$ cat config.mk
export PLATFORM = sky130hd
export DESIGN_NAME = lfsr_crc_unit
export DESIGN_NICKNAME = d
export VERILOG_FILES = /design/src/rtl/lfsr_crc_pkg.sv /design/src/rtl/lfsr_unroll.sv /design/src/rtl/lfsr_ctrl_fsm.sv /design/src/rtl/lfsr_state_reg.sv /design/src/rtl/lfsr_crc_unit.sv
export SDC_FILE = /design/constraint.sdc
export NUM_CORES = 1
export LEC_CHECK = 0
export BUFFER_PORTS_ARGS = -buffer_cell sky130_fd_sc_hd__buf_2
export CAP_MARGIN = 15
export CORE_AREA = 4 4 77 79
export CTS_CLUSTER_SIZE = 12
export DETAILED_ROUTE_END_ITERATION = 12
export DIE_AREA = 0 0 81 83
export PLACE_DENSITY = 0.61
export SETUP_SLACK_MARGIN = 0.02
export SYNTH_ARGS = -nofsm -noshare
export SYNTH_HDL_FRONTEND = slang
export SYNTH_HIERARCHICAL = 1
export SYNTH_SLANG_ARGS = --single-unit
$ cat constraint.sdc
create_clock -name clk -period 2.8 [get_ports clk]
set_input_delay 0.28 -clock clk [delete_from_list [all_inputs] [get_ports clk]]
set_output_delay 0.28 -clock clk [all_outputs]
set_load 0.1 [all_outputs]
$ cat src/rtl/lfsr_crc_pkg.sv
package lfsr_crc_pkg;

    typedef enum logic [1:0] {
        CTL_IDLE = 2'b00,
        CTL_STEP = 2'b01,
        CTL_RSVD = 2'b10,
        CTL_OFF  = 2'b11
    } ctl_mode_e;

    localparam logic [1:0] ADDR_LO  = 2'd0;
    localparam logic [1:0] ADDR_HI  = 2'd1;
    localparam logic [1:0] ADDR_CTL = 2'd2;

endpackage

$ cat src/rtl/lfsr_unroll.sv
// Combinational chain of STEPS single-bit shift-register updates.
// din[STEPS-1] is consumed first.
module lfsr_unroll #(
    parameter int          W     = 16,
    parameter int          STEPS = 8,
    parameter logic [W-1:0] POLY = 16'h8005
) (
    input  logic [W-1:0]     state_in,
    input  logic [STEPS-1:0] din,
    output logic [W-1:0]     state_out
);

    logic [STEPS:0][W-1:0] chain;

    assign chain[0] = state_in;

    for (genvar i = 0; i < STEPS; i++) begin : g_step
        logic fb;
        assign fb           = chain[i][W-1] ^ din[STEPS-1-i];
        assign chain[i+1]   = {chain[i][W-2:0], 1'b0} ^ (fb ? POLY : '0);
    end

    assign state_out = chain[STEPS];

endmodule

$ cat src/rtl/lfsr_ctrl_fsm.sv
// Control-field state machine: the field value is the machine state.
module lfsr_ctrl_fsm
    import lfsr_crc_pkg::*;
(
    input  logic       clk,
    input  logic       rst_n,
    input  logic       ctl_wr,
    input  logic       data_wr,
    input  logic [1:0] ctl_wdata,
    output ctl_mode_e  mode,
    output logic       step_fire,
    output logic       gen_off
);

    ctl_mode_e state_q, state_d;

    // next-state logic
    always_comb begin
        state_d = state_q;
        if (ctl_wr) begin
            state_d = ctl_mode_e'(ctl_wdata);            // ctrl_load
        end else begin
            unique case (state_q)
                CTL_STEP: state_d = data_wr ? CTL_STEP   // step_wait
                                            : CTL_IDLE;  // step_done
                CTL_IDLE, CTL_RSVD, CTL_OFF: state_d = state_q;
                default:  state_d = CTL_IDLE;
            endcase
        end
    end

    // state register
    always_ff @(posedge clk or negedge rst_n) begin
        if (!rst_n) state_q <= CTL_IDLE;
        else        state_q <= state_d;
    end

    // outputs
    always_comb begin
        step_fire = 1'b0;
        gen_off   = 1'b0;
        unique case (state_q)
            CTL_STEP: step_fire = !data_wr;
            CTL_OFF:  gen_off   = 1'b1;
            CTL_IDLE, CTL_RSVD: ;
            default:  ;
        endcase
    end

    assign mode = state_q;

    assert_step_clears_R6: assert property (@(posedge clk) disable iff (!rst_n)
        (state_q == CTL_STEP && !ctl_wr && !data_wr) |=> (state_q == CTL_IDLE));

    assert_step_waits_R9: assert property (@(posedge clk) disable iff (!rst_n)
        (state_q == CTL_STEP && data_wr) |=> (state_q == CTL_STEP));

endmodule

$ cat src/rtl/lfsr_state_reg.sv
// Holds the shift register and selects among seed, CRC byte and random advance.
module lfsr_state_reg #(
    parameter int            BYTE_W = 8,
    parameter int            ROUNDS = 13,
    parameter logic [2*BYTE_W-1:0] POLY = 16'h8005,
    localparam int           W      = 2 * BYTE_W
) (
    input  logic              clk,
    input  logic              rst_n,
    input  logic              seed_wr,
    input  logic              crc_wr,
    input  logic              step_fire,
    input  logic [BYTE_W-1:0] wdata,
    output logic [W-1:0]      state
);

    logic [W-1:0] state_q, state_d;
    logic [W-1:0] crc_next, rnd_next;

    lfsr_unroll #(.W(W), .STEPS(BYTE_W), .POLY(POLY)) u_crc_chain (
        .state_in  (state_q),
        .din       (wdata),
        .state_out (crc_next)
    );

    lfsr_unroll #(.W(W), .STEPS(ROUNDS), .POLY(POLY)) u_rnd_chain (
        .state_in  (state_q),
        .din       ('0),
        .state_out (rnd_next)
    );

    always_comb begin
        state_d = state_q;
        if (seed_wr)        state_d = {state_q[BYTE_W-1:0], wdata};
        else if (crc_wr)    state_d = crc_next;
        else if (step_fire) state_d = rnd_next;
    end

    always_ff @(posedge clk or negedge rst_n) begin
        if (!rst_n) state_q <= '0;
        else        state_q <= state_d;
    end

    assign state = state_q;

    assert_seed_shift_R3: assert property (@(posedge clk) disable iff (!rst_n)
        seed_wr |=> (state_q == {$past(state_q[BYTE_W-1:0]), $past(wdata)}));

endmodule

$ cat src/rtl/lfsr_crc_unit.sv
module lfsr_crc_unit
    import lfsr_crc_pkg::*;
#(
    parameter int   BYTE_W = 8,
    parameter int   ROUNDS = 13,
    parameter logic [15:0] POLY = 16'h8005
) (
    input  logic        clk,
    input  logic        rst_n,
    input  logic        bus_wr,
    input  logic [1:0]  bus_addr,
    input  logic [7:0]  bus_wdata,
    output logic [7:0]  bus_rdata
);

    logic [15:0] state;
    ctl_mode_e   mode;
    logic        step_fire, gen_off;
    logic        seed_wr, hi_wr, ctl_wr;

    assign seed_wr = bus_wr && (bus_addr == ADDR_LO);
    assign hi_wr   = bus_wr && (bus_addr == ADDR_HI);
    assign ctl_wr  = bus_wr && (bus_addr == ADDR_CTL);

    lfsr_ctrl_fsm u_fsm (
        .clk       (clk),
        .rst_n     (rst_n),
        .ctl_wr    (ctl_wr),
        .data_wr   (seed_wr || hi_wr),
        .ctl_wdata (bus_wdata[1:0]),
        .mode      (mode),
        .step_fire (step_fire),
        .gen_off   (gen_off)
    );

    lfsr_state_reg #(.BYTE_W(BYTE_W), .ROUNDS(ROUNDS), .POLY(POLY)) u_state (
        .clk       (clk),
        .rst_n     (rst_n),
        .seed_wr   (seed_wr),
        .crc_wr    (hi_wr && !gen_off),
        .step_fire (step_fire),
        .wdata     (bus_wdata),
        .state     (state)
    );

    always_comb begin
        unique case (bus_addr)
            ADDR_LO:  bus_rdata = state[7:0];
            ADDR_HI:  bus_rdata = state[15:8];
            ADDR_CTL: bus_rdata = {6'b0, mode};
            default:  bus_rdata = 8'h00;
        endcase
    end

    assert_off_hold_R7: assert property (@(posedge clk) disable iff (!rst_n)
        (mode == CTL_OFF && !seed_wr) |=> $stable(state));

    assert_idle_hold_R8: assert property (@(posedge clk) disable iff (!rst_n)
        ((mode == CTL_IDLE || mode == CTL_RSVD) && !seed_wr && !hi_wr) |=> $stable(state));

    assert_crc_first_R9: assert property (@(posedge clk) disable iff (!rst_n)
        (mode == CTL_STEP && hi_wr) |=> (mode == CTL_STEP));

endmodule

# After elaboration in Yosys (flattened, before gate mapping)
# Cells that the tools add are included.
# W data, S select, Z words.
# word_totals
word_cells,78
input_bits,13
out_inout_bits,8
register_bits,18
# classes
eq_ne,6
n_mux,30
n_reduce_logical,11
bitwise_logic,29
# ops
operator,n
$mux W16,24
$xor A16 B16 Y16,21
$pmux W8 S3,1
$xor A1 B1 Y1,8
$eq A2 B2 Y1 const B,3
$eq A2 B1 Y1 const B,2
$logic_and A1 B1 Y1,4
$logic_not A2 Y1,2
$mux W2,2
$mux W1,3
$reduce_bool A3 Y1,1
$reduce_or A3 Y1,1
$logic_not A1 Y1,2
$ne A2 B2 Y1 const B,1
$logic_or A1 B1 Y1,1

# Logic depth before layout (Yosys ltp)
# Gate-level depths: netlist (run 1).
# depth
depth_word,29
depth_mapped,7
mapped_depth_nobuf,6

# Cells and area by module
# The synthesis (run 1) kept the hierarchy.
# by_module_without_submodules
mod,instances,cells_each,area_per_inst_um2,seq_area_each_um2
lfsr_state_reg,1,89,1021.0,400.4
lfsr_unroll (u_state.u_rnd_chain),1,38,415.4,0.0
lfsr_unroll (u_state.u_crc_chain),1,31,324.1,0.0
lfsr_crc_unit,1,23,170.2,0.0
lfsr_ctrl_fsm,1,8,92.6,50.0

# Worst setup path after synthesis (run 1)
# Ideal clock, no wire load.
# synth_path
path_type,in2out
startpoint,input bus_addr[0]
endpoint,output bus_rdata[1]
path_slack_ps,490
t_required_ps,2520
arrival_time_ps,2030
n_path_buf,1
stages,3
path_cell_list,buf_4 > mux2i_1 > o2bb2ai_1
# synth_via
elab_chain_len,2
elab_cells_between_ends,4
cone_classes,eq/ne (2); mux (1); reduce/logical (1)
# synth_lines
item,line_no,rtl
start: declaration,lfsr_crc_unit.sv:11,"input logic [1:0] bus_addr,"
$eq A2 B2 Y1 (tied with other cells),lfsr_crc_unit.sv:47,unique case (bus_addr)
$pmux W8 S3 (*),lfsr_crc_unit.sv:47,
end: declaration,lfsr_crc_unit.sv:13,output logic [7:0] bus_rdata
# Every way passes the cells marked *; elsewhere a longest branch is shown, timed or not.

# Worst setup path in the final report (run 1)
# layout_path
startpoint,"register u_state.state_q[15], in the netlist u_state/state[15]"
endpoint,"register u_state.state_q[15], in the netlist u_state/state[15]"
# layout_via
elab_chain_len,29
elab_cells_between_ends,53
cone_classes,mux (24); bitwise (29)
# layout_lines
item,line_no,rtl
start: declaration,lfsr_state_reg.sv:17,"logic [W-1:0] state_q, state_d;"
start signal: assignment,lfsr_state_reg.sv:41,else state_q <= state_d;
$mux W16,lfsr_unroll.sv:20,"assign chain[i+1] = {chain[i][W-2:0], 1'b0} ^ (fb ? POLY : '0);"
$xor A16 B16 Y16,lfsr_unroll.sv:20,
$mux W16,lfsr_unroll.sv:20,
$xor A16 B16 Y16,lfsr_unroll.sv:20,
$mux W16,lfsr_unroll.sv:20,
$xor A16 B16 Y16,lfsr_unroll.sv:20,
$mux W16,lfsr_unroll.sv:20,
$xor A16 B16 Y16,lfsr_unroll.sv:20,
[14 not listed],-,
$mux W16,lfsr_unroll.sv:20,
$xor A16 B16 Y16,lfsr_unroll.sv:20,
$mux W16,lfsr_unroll.sv:20,
$xor A16 B16 Y16,lfsr_unroll.sv:20,
net u_state.rnd_next[15],lfsr_state_reg.sv:18,"logic [W-1:0] crc_next, rnd_next;"
$mux W16,lfsr_state_reg.sv:36,else if (step_fire) state_d = rnd_next;
$mux W16,lfsr_state_reg.sv:35,else if (crc_wr) state_d = crc_next;
$mux W16,lfsr_state_reg.sv:34,"if (seed_wr) state_d = {state_q[BYTE_W-1:0], wdata};"
# The timed path passes the listed nets, and every way through them passes these cells. The select of a mux whose other input is x is not followed.
# A chain may end at the register's enable or synchronous reset.

==> metrics.txt, run 1 <==
status completed; Die Height 83 um; crit end category flop; reg-to-reg startpoint u_state/state[15]; CP Launch Point u_state/state[15]; Synth Area per Inst 10.7 um2; Cell variety after synth 32; Pins Over Slew Limit 0; CP max FO 4; Top FF cell, synth dfrtp_1; Mapped Cells 189; DP HPWL 3.24 mm; post-cts hold buffer count 1; CP max stage cell xnor3_2; CP Launch Type flop; clk slew on worst S/H paths 0.08 ns; CP cell instances xnor2_1 > xor2_1 > xnor3_2 > xnor3_1 > mux2i_1 > a211oi_1; dominant cell type by area after synthesis dfrtp_1; CP max stage delay 0.52 ns; Worst EP arrival 2.43 ns; multi-input logic area 1470 um2; worst r2r dst u_state/state[15]; period utilization 81.7%; total die area 6720 um2; Avg WL per Cell 15.4 um; Initial Util 37.9%; final setup margin 0.512 ns; drt first-iter violations 40; area of the core 5340 um2; clock skew 0.00271 ns; post-cts repair resize count 0; number of diodes 0; sequential cell area 450 um2; CTS root buffer clkbuf_8; GRT Resource Usage Total 14.4%; # DRC 0; Via Count 1,348; vias in the first global route 1,370; vias per cell 4.73; WHS Path Cells 3; # fillers 559; count of final setup violators 0; worst-margin pin slew 0.512 ns; sequential share of the synthesized area 22.3%; Post-Syn Area 2020 um2; first-pass GRT wire length 7.35 mm; asr flop ratio synth 100%; Synth top area share 22.3%; share of cells above drive strength 1 26.8%; synthesis-stage register bit count 18; Layout area overhead 10.3%; slew margin rel. 65.7%; Max Clk Rate 0.437 GHz; Buf/Inv on CP 0; CP top delay family XOR/XNOR gates; hold endpoint u_fsm/mode[0]; RSZ-0062 raised after global routing no; Nets 227; TritonCTS clock tree yes; gpl congestion 0.768; first-pass detailed-route iteration total 4; Post-synth EDFFs 0; CTS H-tree depth 1; DRT antenna net count 0; Worst-Skew Late Latency 0.26 ns; die width 81 um; Place WS 0.561 ns; port buffer count 20; site row count 27; clk sink count 18; endpoints failing hold 0; top post-synthesis cells by area dfrtp_1 (22%), mux2i_1 (12%), xnor2_1 (11%); initial antenna violation count 0; grt total ovfl 0; total CTS buffers 3; total stage count of the critical path 6; postcts setup bufs 0; Ports 21; most frequent cell after synthesis xnor2_1; flop-to-flop setup slack 0.51 ns; Reg2Reg Depth 6; Hold Path Origin bus_wdata[0]; pin count of the biggest net entering global routing 33; synthesis warning total 6; Max-cap violations 0; buffer depth of the longest clock path 2; worst path required time 2.94 ns; setup TNS 0 ns; routed wire length 4.39 mm; minimum clock period 2.29 ns; Crit Path Category flop to flop; commonest cells in the netlist xnor2_1 (26), mux2i_1 (24), dfrtp_1 (18); Hold Path Class input port to flop
==> cell type report <==
| cell class | instances | area share [%] |
|---|---|---|
| multi-input combinational | 160 | 65.8 |
| sequential | 18 | 20.2 |
| timing repair buffer | 26 | 6.62 |
| tap | 72 | 4.04 |
| clock buffer | 4 | 2.47 |
| inverter | 5 | 0.841 |
==> cells in the final DEF, fill, tap and decap left out <==
| cell | count |
|---|---|
| nor2b_1 | 14 |
| a211oi_1 | 3 |
| xnor2_1 | 26 |
| nor2_1 | 6 |
| mux2_4 | 1 |
| and2b_1 | 1 |
| conb_1 | 13 |
| mux2i_1 | 24 |
| xor3_1 | 1 |
| xnor3_1 | 3 |
| o21ai_0 | 2 |
| dfrtp_1 | 18 |
| nand2_1 | 1 |
| nor2b_2 | 2 |
| a211oi_2 | 11 |
| nor3b_2 | 1 |
| buf_4 | 5 |
| and2_1 | 2 |
| inv_1 | 5 |
| and3b_1 | 1 |
| o2bb2ai_1 | 2 |
| xor2_1 | 15 |
| buf_2 | 20 |
| xor2_2 | 3 |
| a221oi_1 | 2 |
| nor2_2 | 1 |
| clkbuf_8 | 4 |
| xnor2_2 | 7 |
| dlygate4sd3_1 | 1 |
| xnor3_2 | 2 |
| nor3b_1 | 16 |
==> layer usage <==
layer | up-vias | routed length (um) | part of all wire (%) | GRT usage, %
li1 | 671 | - | - | -
met1 | 659 | 2070 | 47 | 20.0
met2 | 16 | 2190 | 50 | 23.0
met3 | 2 | 82 | 1.9 | 2.28
met4 | 0 | 36 | 0.82 | 3.69
met5 | - | 0 | 0 | 0
==> stage by stage <==
step | utilization [%] | hold WS, ns | instances | instance area, um2
detailed placement | 40.6 | 0.264 | 280 | 2170
floorplan | - | -0.0156 | 201 | 2070
global placement | 40.6 | 0.262 | 280 | 2170
CTS | 41.8 | 0.272 | 285 | 2230
finish | 41.8 | 0.267 | 285 | 2230
global route | 41.8 | 0.280 | 285 | 2230
==> how the worst max path moves through the flow <==
stage                        end  slack [ns]
2_1_floorplan       bus_rdata[1]        0.49
3_3_place_gp    u_state/state[0]        0.58
3_5_place_dp   u_state/state[15]        0.56
4_1_cts        u_state/state[15]        0.53
5_1_grt        u_state/state[15]        0.40
6_report       u_state/state[15]        0.51
==> registers in the layout (all words and copies together) (netlist names) <==
signal,count
u_state/state,16
u_fsm/mode,2
==> worst register-to-register path, delay by kind of cell, from the launching register on <==
| kind | cells | cell delay (ns) |
|---|---|---|
| xor+xnor | 4 | 1.48 |
| mux | 1 | 0.16 |
| flops | 1 | 0.45 |
| compound gates | 1 | 0.09 |
==> cell families (layout without fill, tap and decap cells) <==
| group | count (synthesis) | count (layout) | share of synthesized area (%) |
|---|---|---|---|
| flip-flops | 18 | 18 | 22.3 |
| buffers and inverters | 23 | 35 | 7.73 |
| AO/OA/AOI/OAI | 20 | 20 | 10.1 |
| other | 1 | 13 | 0.185 |
| XOR/XNOR | 57 | 57 | 32.7 |
| AND/OR/NAND/NOR | 45 | 45 | 14.4 |
| multiplexers | 25 | 25 | 12.6 |
Power of run 1 is not shown: default switching activity piles up to over one toggle a cycle in this logic, so the estimate is an artifact.
==> run 2, diff against run 1 <==
clock period = 2.3 ns   (was 2.8 ns; I/O delays follow)
==> metrics.txt, run 2 (synthesized netlist as in run 1, its figures left out) <==
status completed (unchanged); CP max stage cell xnor3_2 (unchanged); pwr dens 1930 nW/um2; Leak 0.00102 uW; CP max FO 5 (was 4); Max Clk Rate 0.454 GHz (was 0.437 GHz); clk sink count 18 (unchanged); worst path required time 2.40 ns (was 2.94 ns); minimum clock period 2.20 ns (was 2.29 ns); worst-margin pin slew 1.04 ns (was 0.512 ns); Die Height 83 um (unchanged); setup TNS 0 ns (unchanged); Switching Fraction 42.7%; CP cell instances xnor2_2 > xnor2_2 > xnor3_2 > xnor3_1 > mux2i_1 > a211oi_2 (was xnor2_1 > xor2_1 > xnor3_2 > xnor3_1 > mux2i_1 > a211oi_1); slew margin rel. 30.3% (was 65.7%); endpoints failing hold 0 (unchanged); TritonCTS clock tree yes (unchanged); Pins Over Slew Limit 0 (unchanged); Largest register FFs 16 (unchanged); Via Count 1,377 (was 1,348); site row count 27 (unchanged); Initial Util 37.9% (unchanged); vias in the first global route 1,472 (was 1,370); clock skew 0.00678 ns (was 0.00271 ns); DP HPWL 3.30 mm (was 3.24 mm); routed wire length 4.61 mm (was 4.39 mm); area of the core 5340 um2 (unchanged); pin count of the biggest net entering global routing 33 (unchanged); initial antenna violation count 0 (unchanged); Hold WS 0.231 ns (was 0.267 ns); GRT Resource Usage Total 14.7% (was 14.4%); # DRC 0 (unchanged); Avg WL per Cell 15.5 um (was 15.4 um); CP Launch Type flop (unchanged); grt total ovfl 0 (unchanged); share of cells above drive strength 1 34.5% (was 26.8%); RSZ-0062 raised after global routing no (unchanged); die width 81 um (unchanged); Clock Power Share 6.1%; CP top delay family XOR/XNOR gates (unchanged); total CTS buffers 3 (unchanged); Peak VDD IR 1.52 mV; first-pass GRT wire length 7.60 mm (was 7.35 mm); Crit Path Category flop to flop (unchanged); crit end category flop (unchanged); CTS H-tree depth 1 (unchanged); fin area 2390 um2 (was 2230 um2); CP Launch Point u_state/state[5] (was u_state/state[15]); vias per cell 4.62 (was 4.73); drt first-iter violations 31 (was 40); CTS root buffer clkbuf_8 (unchanged); combinational share of power 79.1%; Buf/Inv on CP 0 (unchanged); Hold Path Class input port to flop (unchanged); CP max stage delay 0.48 ns (was 0.52 ns); Nets 240 (was 227); gpl congestion 0.751 (was 0.768); port buffer count 20 (unchanged); placed cell area 2240 um2 (was 2170 um2); sequential cell fraction of total power 14.8%; commonest non-fill, non-tap cell in the layout mux2i_1 (was xnor2_1); Layout area overhead 17.9% (was 10.3%); Hold Path Origin bus_wdata[0] (unchanged); Ports 21 (unchanged); total die area 6720 um2 (unchanged); # fillers 556 (was 559); net switching power 1960 uW; buffer depth of the longest clock path 2 (unchanged); period utilization 95.7% (was 81.7%); reg-to-reg startpoint u_state/state[5] (was u_state/state[15]); clk slew on worst S/H paths 0.09 ns (was 0.08 ns); Most common cell on crit path xnor2_2; P_int 2640 uW; Layout Utilization 44.7% (was 41.8%); most frequent cells in the layout mux2i_1 (24), buf_2 (20), xnor2_1 (20) (was xnor2_1 (26), mux2i_1 (24), buf_2 (20)); number of diodes 0 (unchanged); first-pass detailed-route iteration total 4 (unchanged); count of final setup violators 0 (unchanged); Worst EP arrival 2.30 ns (was 2.43 ns); DRT antenna net count 0 (unchanged); Worst-Skew Late Latency 0.26 ns (about the same); Max-cap violations 0 (unchanged)
==> run 2: cell count changes in the layout (fill, tap and decap cells not counted), sizes merged <==
cell and delta:
buf +13
==> run 2: path summary, 6_finish.rpt <==
check,depth (start not counted),endpoint,slack [ns]
worst max-delay path,6,u_state/state[15],0.1
worst min-delay path,3,u_fsm/mode[0],0.23
worst max register to register,6,u_state/state[15],0.1
worst min register to register,2,u_fsm/mode[0],0.59
max in group asynchronous,2,u_state/state[5],1.51
min in group asynchronous,2,u_state/state[1],0.46
==> run 2: routing by layer <==
metal	track usage, %	routed length (um)	vias up
met5	0	0	-
met4	4.61	69	0
met3	1.52	111	6
met2	23.6	2310	21
met1	20.4	2130	654
li1	-	-	696
==> run 2: worst reg2reg max path, cell delays in order, from the launching register on <==
cell and delay [ns]:
dfrtp_1 0.45, xnor2_2 0.28, xnor2_2 0.17, xnor3_2 0.48
xnor3_1 0.38, mux2i_1 0.19, a211oi_2 0.10
==> run 2: final cells by class <==
type / instances / area [um2] / share of cell area (%)
Clock buffer: 4 / 55.1 / 2.31
Inverter: 5 / 18.8 / 0.787
Multi-Input combinational cell: 160 / 1530 / 64.0
Sequential cell: 18 / 450 / 18.9
Tap cell: 72 / 90.1 / 3.78
Timing Repair Buffer: 39 / 245 / 10.3
==> run 2: repair_timing <==
action                     4_1_cts  5_1_grt
setup endpoints to repair        2        2
pin swaps                        0        4
resized for setup                1        7
setup buffers                    0        3
hold buffers                     1        0
hold endpoints to repair        18        0
==> run 2: power by group through the flow <==
stage	sequential (uW)	combinational [uW]	clock [uW]
global route	709	3870	299
finish	681	3640	282
global placement	668	3430	0
detailed placement	673	3450	0
floorplan	655	3410	0
CTS	671	3480	287
==> run 2: per-stage QoR <==
stage                     instances  total power (uW)  setup WS, ns
final                           298              4600        0.0979
after global routing            298              4880        0.0354
after CTS                       295              4440        0.0740
after detailed placement        290              4120        0.0204
after global placement          290              4100        0.0331
after floorplan                 201              4070        0.0801
(Power assumes the default switching activity.)
==> run 3, diff against run 2 <==
clock period = 2.1 ns   (was 2.3 ns; I/O delays follow)
==> metrics.txt, run 3 (synthesized netlist as in run 1, its figures left out) <==
status finished, violations left (was completed); violated checks negative setup slack; Most Crowded Layer GR met2 (unchanged); first-pass GRT wire length 7.96 mm (was 7.60 mm); vias per cell 4.56 (was 4.62); most frequent cells in the layout buf_4 (37), mux2i_1 (24), xnor2_1 (21) (was mux2i_1 (24), buf_2 (20), xnor2_1 (20)); DRT antenna net count 0 (unchanged); GR met2 Demand/Resource 24.9% (was 23.6%); clk slew on worst S/H paths 0.07 ns (was 0.09 ns); first-pass detailed-route iteration total 4 (unchanged); Pins Over Slew Limit 0 (unchanged); CTS H-tree depth 1 (unchanged); Layout Utilization 48.1% (was 44.7%); met3 Use GR 2.71% (was 1.52%); slew margin rel. 33.4% (was 30.3%); Worst-Skew Late Latency 0.27 ns (was 0.26 ns); CP Launch Type flop (unchanged); drt first-iter violations 56 (was 31); Non-Filler Instances 319 (was 298); commonest non-fill, non-tap cell in the layout buf_4 (was mux2i_1); worst-margin pin slew 0.998 ns (was 1.04 ns); Layout area overhead 26.9% (was 17.9%); endpoints failing hold 0 (unchanged); buffer depth of the longest clock path 2 (unchanged); Max-cap violations 0 (unchanged); final setup margin -0.0878 ns (was 0.0979 ns); area of the core 5340 um2 (unchanged); number of diodes 0 (unchanged); crit end category flop (unchanged); clock skew 0.00959 ns (was 0.00678 ns); routed wire length 4.72 mm (was 4.61 mm); pin count of the biggest net entering global routing 33 (unchanged); Crit Path Category flop to flop (unchanged); CTS root buffer clkbuf_8 (unchanged); DP HPWL 3.39 mm (was 3.30 mm); count of final setup violators 3 (was 0); CP max FO 3 (was 5); total CTS buffers 3 (unchanged); initial antenna violation count 0 (unchanged); RSZ-0062 raised after global routing yes (was no); site row count 27 (unchanged); Hold WS 0.213 ns (was 0.231 ns); worst path required time 2.21 ns (was 2.40 ns); Max Clk Rate 0.457 GHz (was 0.454 GHz); Initial Util 37.9% (unchanged); WHS Path Cells 3 (unchanged); # DRC 0 (unchanged); die width 81 um (unchanged); placed cell count 302 (was 290); period utilization 104% (was 95.7%); share of cells above drive strength 1 40.9% (was 34.5%); Worst EP arrival 2.30 ns (about the same); Ports 21 (unchanged); Reg2Reg Depth 7 (was 6); port buffer count 20 (unchanged); clk sink count 18 (unchanged); gpl congestion 0.739 (was 0.751); Avg WL per Cell 14.8 um (was 15.5 um); # fillers 530 (was 556); Largest register FFs 16 (unchanged); Via Count 1,455 (was 1,377); Hold Path Class input port to flop (unchanged); grt total ovfl 0 (unchanged); setup TNS -0.208 ns (was 0 ns); Die Height 83 um (unchanged); Nets 261 (was 240); GRT Resource Usage Total 15.4% (was 14.7%); minimum clock period 2.19 ns (was 2.20 ns); TritonCTS clock tree yes (unchanged); GRT met1 Usage 21.4% (was 20.4%); total die area 6720 um2 (unchanged); vias in the first global route 1,551 (was 1,472)
==> run 3: cell count changes in the layout (fill, tap and decap cells not counted) <==
cell / before / now
buf_6: 0 / 2
dfrtp_1: 18 / 15
buf_4: 18 / 37
o2bb2ai_1: 2 / 0
a211oi_1: 2 / 3
o2bb2ai_2: 0 / 2
clkbuf_1: 0 / 1
a211oi_2: 12 / 11
xnor2_1: 20 / 21
xnor2_4: 0 / 2
clkbuf_8: 4 / 3
xnor2_2: 13 / 10
dfrtp_2: 0 / 3
==> run 3: repair_timing <==
| action | 4_1_cts | 5_1_grt |
|---|---|---|
| setup buffers | 7 | 5 |
| hold buffers | 1 | 0 |
| gates resized for setup | 5 | 6 |
| endpoints found under the hold margin | 18 | 0 |
| endpoints found under the setup margin | 2 | 3 |
| pin swaps | 9 | 15 |
==> run 3: per-layer routing <==
metal | up-vias | part of all wire [%]
met5 | - | 0
met4 | 0 | 0.85
met3 | 6 | 3.9
met2 | 25 | 48
met1 | 690 | 47
li1 | 734 | -
==> run 3: path summary, 6_finish.rpt <==
check	from	endpoint	slack (ns)
worst max-delay path	u_state/state[9]	u_state/state[0]	-0.09
worst min-delay path	bus_wdata[0]	u_fsm/mode[0]	0.21
worst max register to register	u_state/state[9]	u_state/state[0]	-0.09
worst min register to register	u_fsm/mode[0]	u_fsm/mode[0]	0.61
max in group asynchronous	rst_n	u_state/state[15]	1.33
min in group asynchronous	rst_n	u_state/state[10]	0.42
==> run 3: area by class of cell <==
class	count	area (um2)	area share, %
Clock buffer	4	45.0	1.75
Inverter	5	18.8	0.731
Multi-Input combinational cell	160	1550	60.3
Sequential cell	18	454	17.7
Tap cell	72	90.1	3.51
Timing Repair Buffer	60	410	16.0
==> run 3: worst max-delay path, stage by stage (launching register included) <==
cell      delay [ns]
dfrtp_1         0.41
xnor2_2         0.24
xnor3_1         0.37
xnor3_2         0.45
buf_6           0.11
xor3_1          0.20
mux2i_1         0.18
a211oi_2        0.08
==> run 3: per-stage QoR <==
stage / setup slack [ns] / area (um2)
after floorplan: -0.0491 / 2090
final: -0.0878 / 2570
after global placement: -0.0311 / 2350
after detailed placement: -0.0741 / 2350
after CTS: -0.0123 / 2480
after global routing: -0.152 / 2570
Power of run 3 is left out for the same reason.
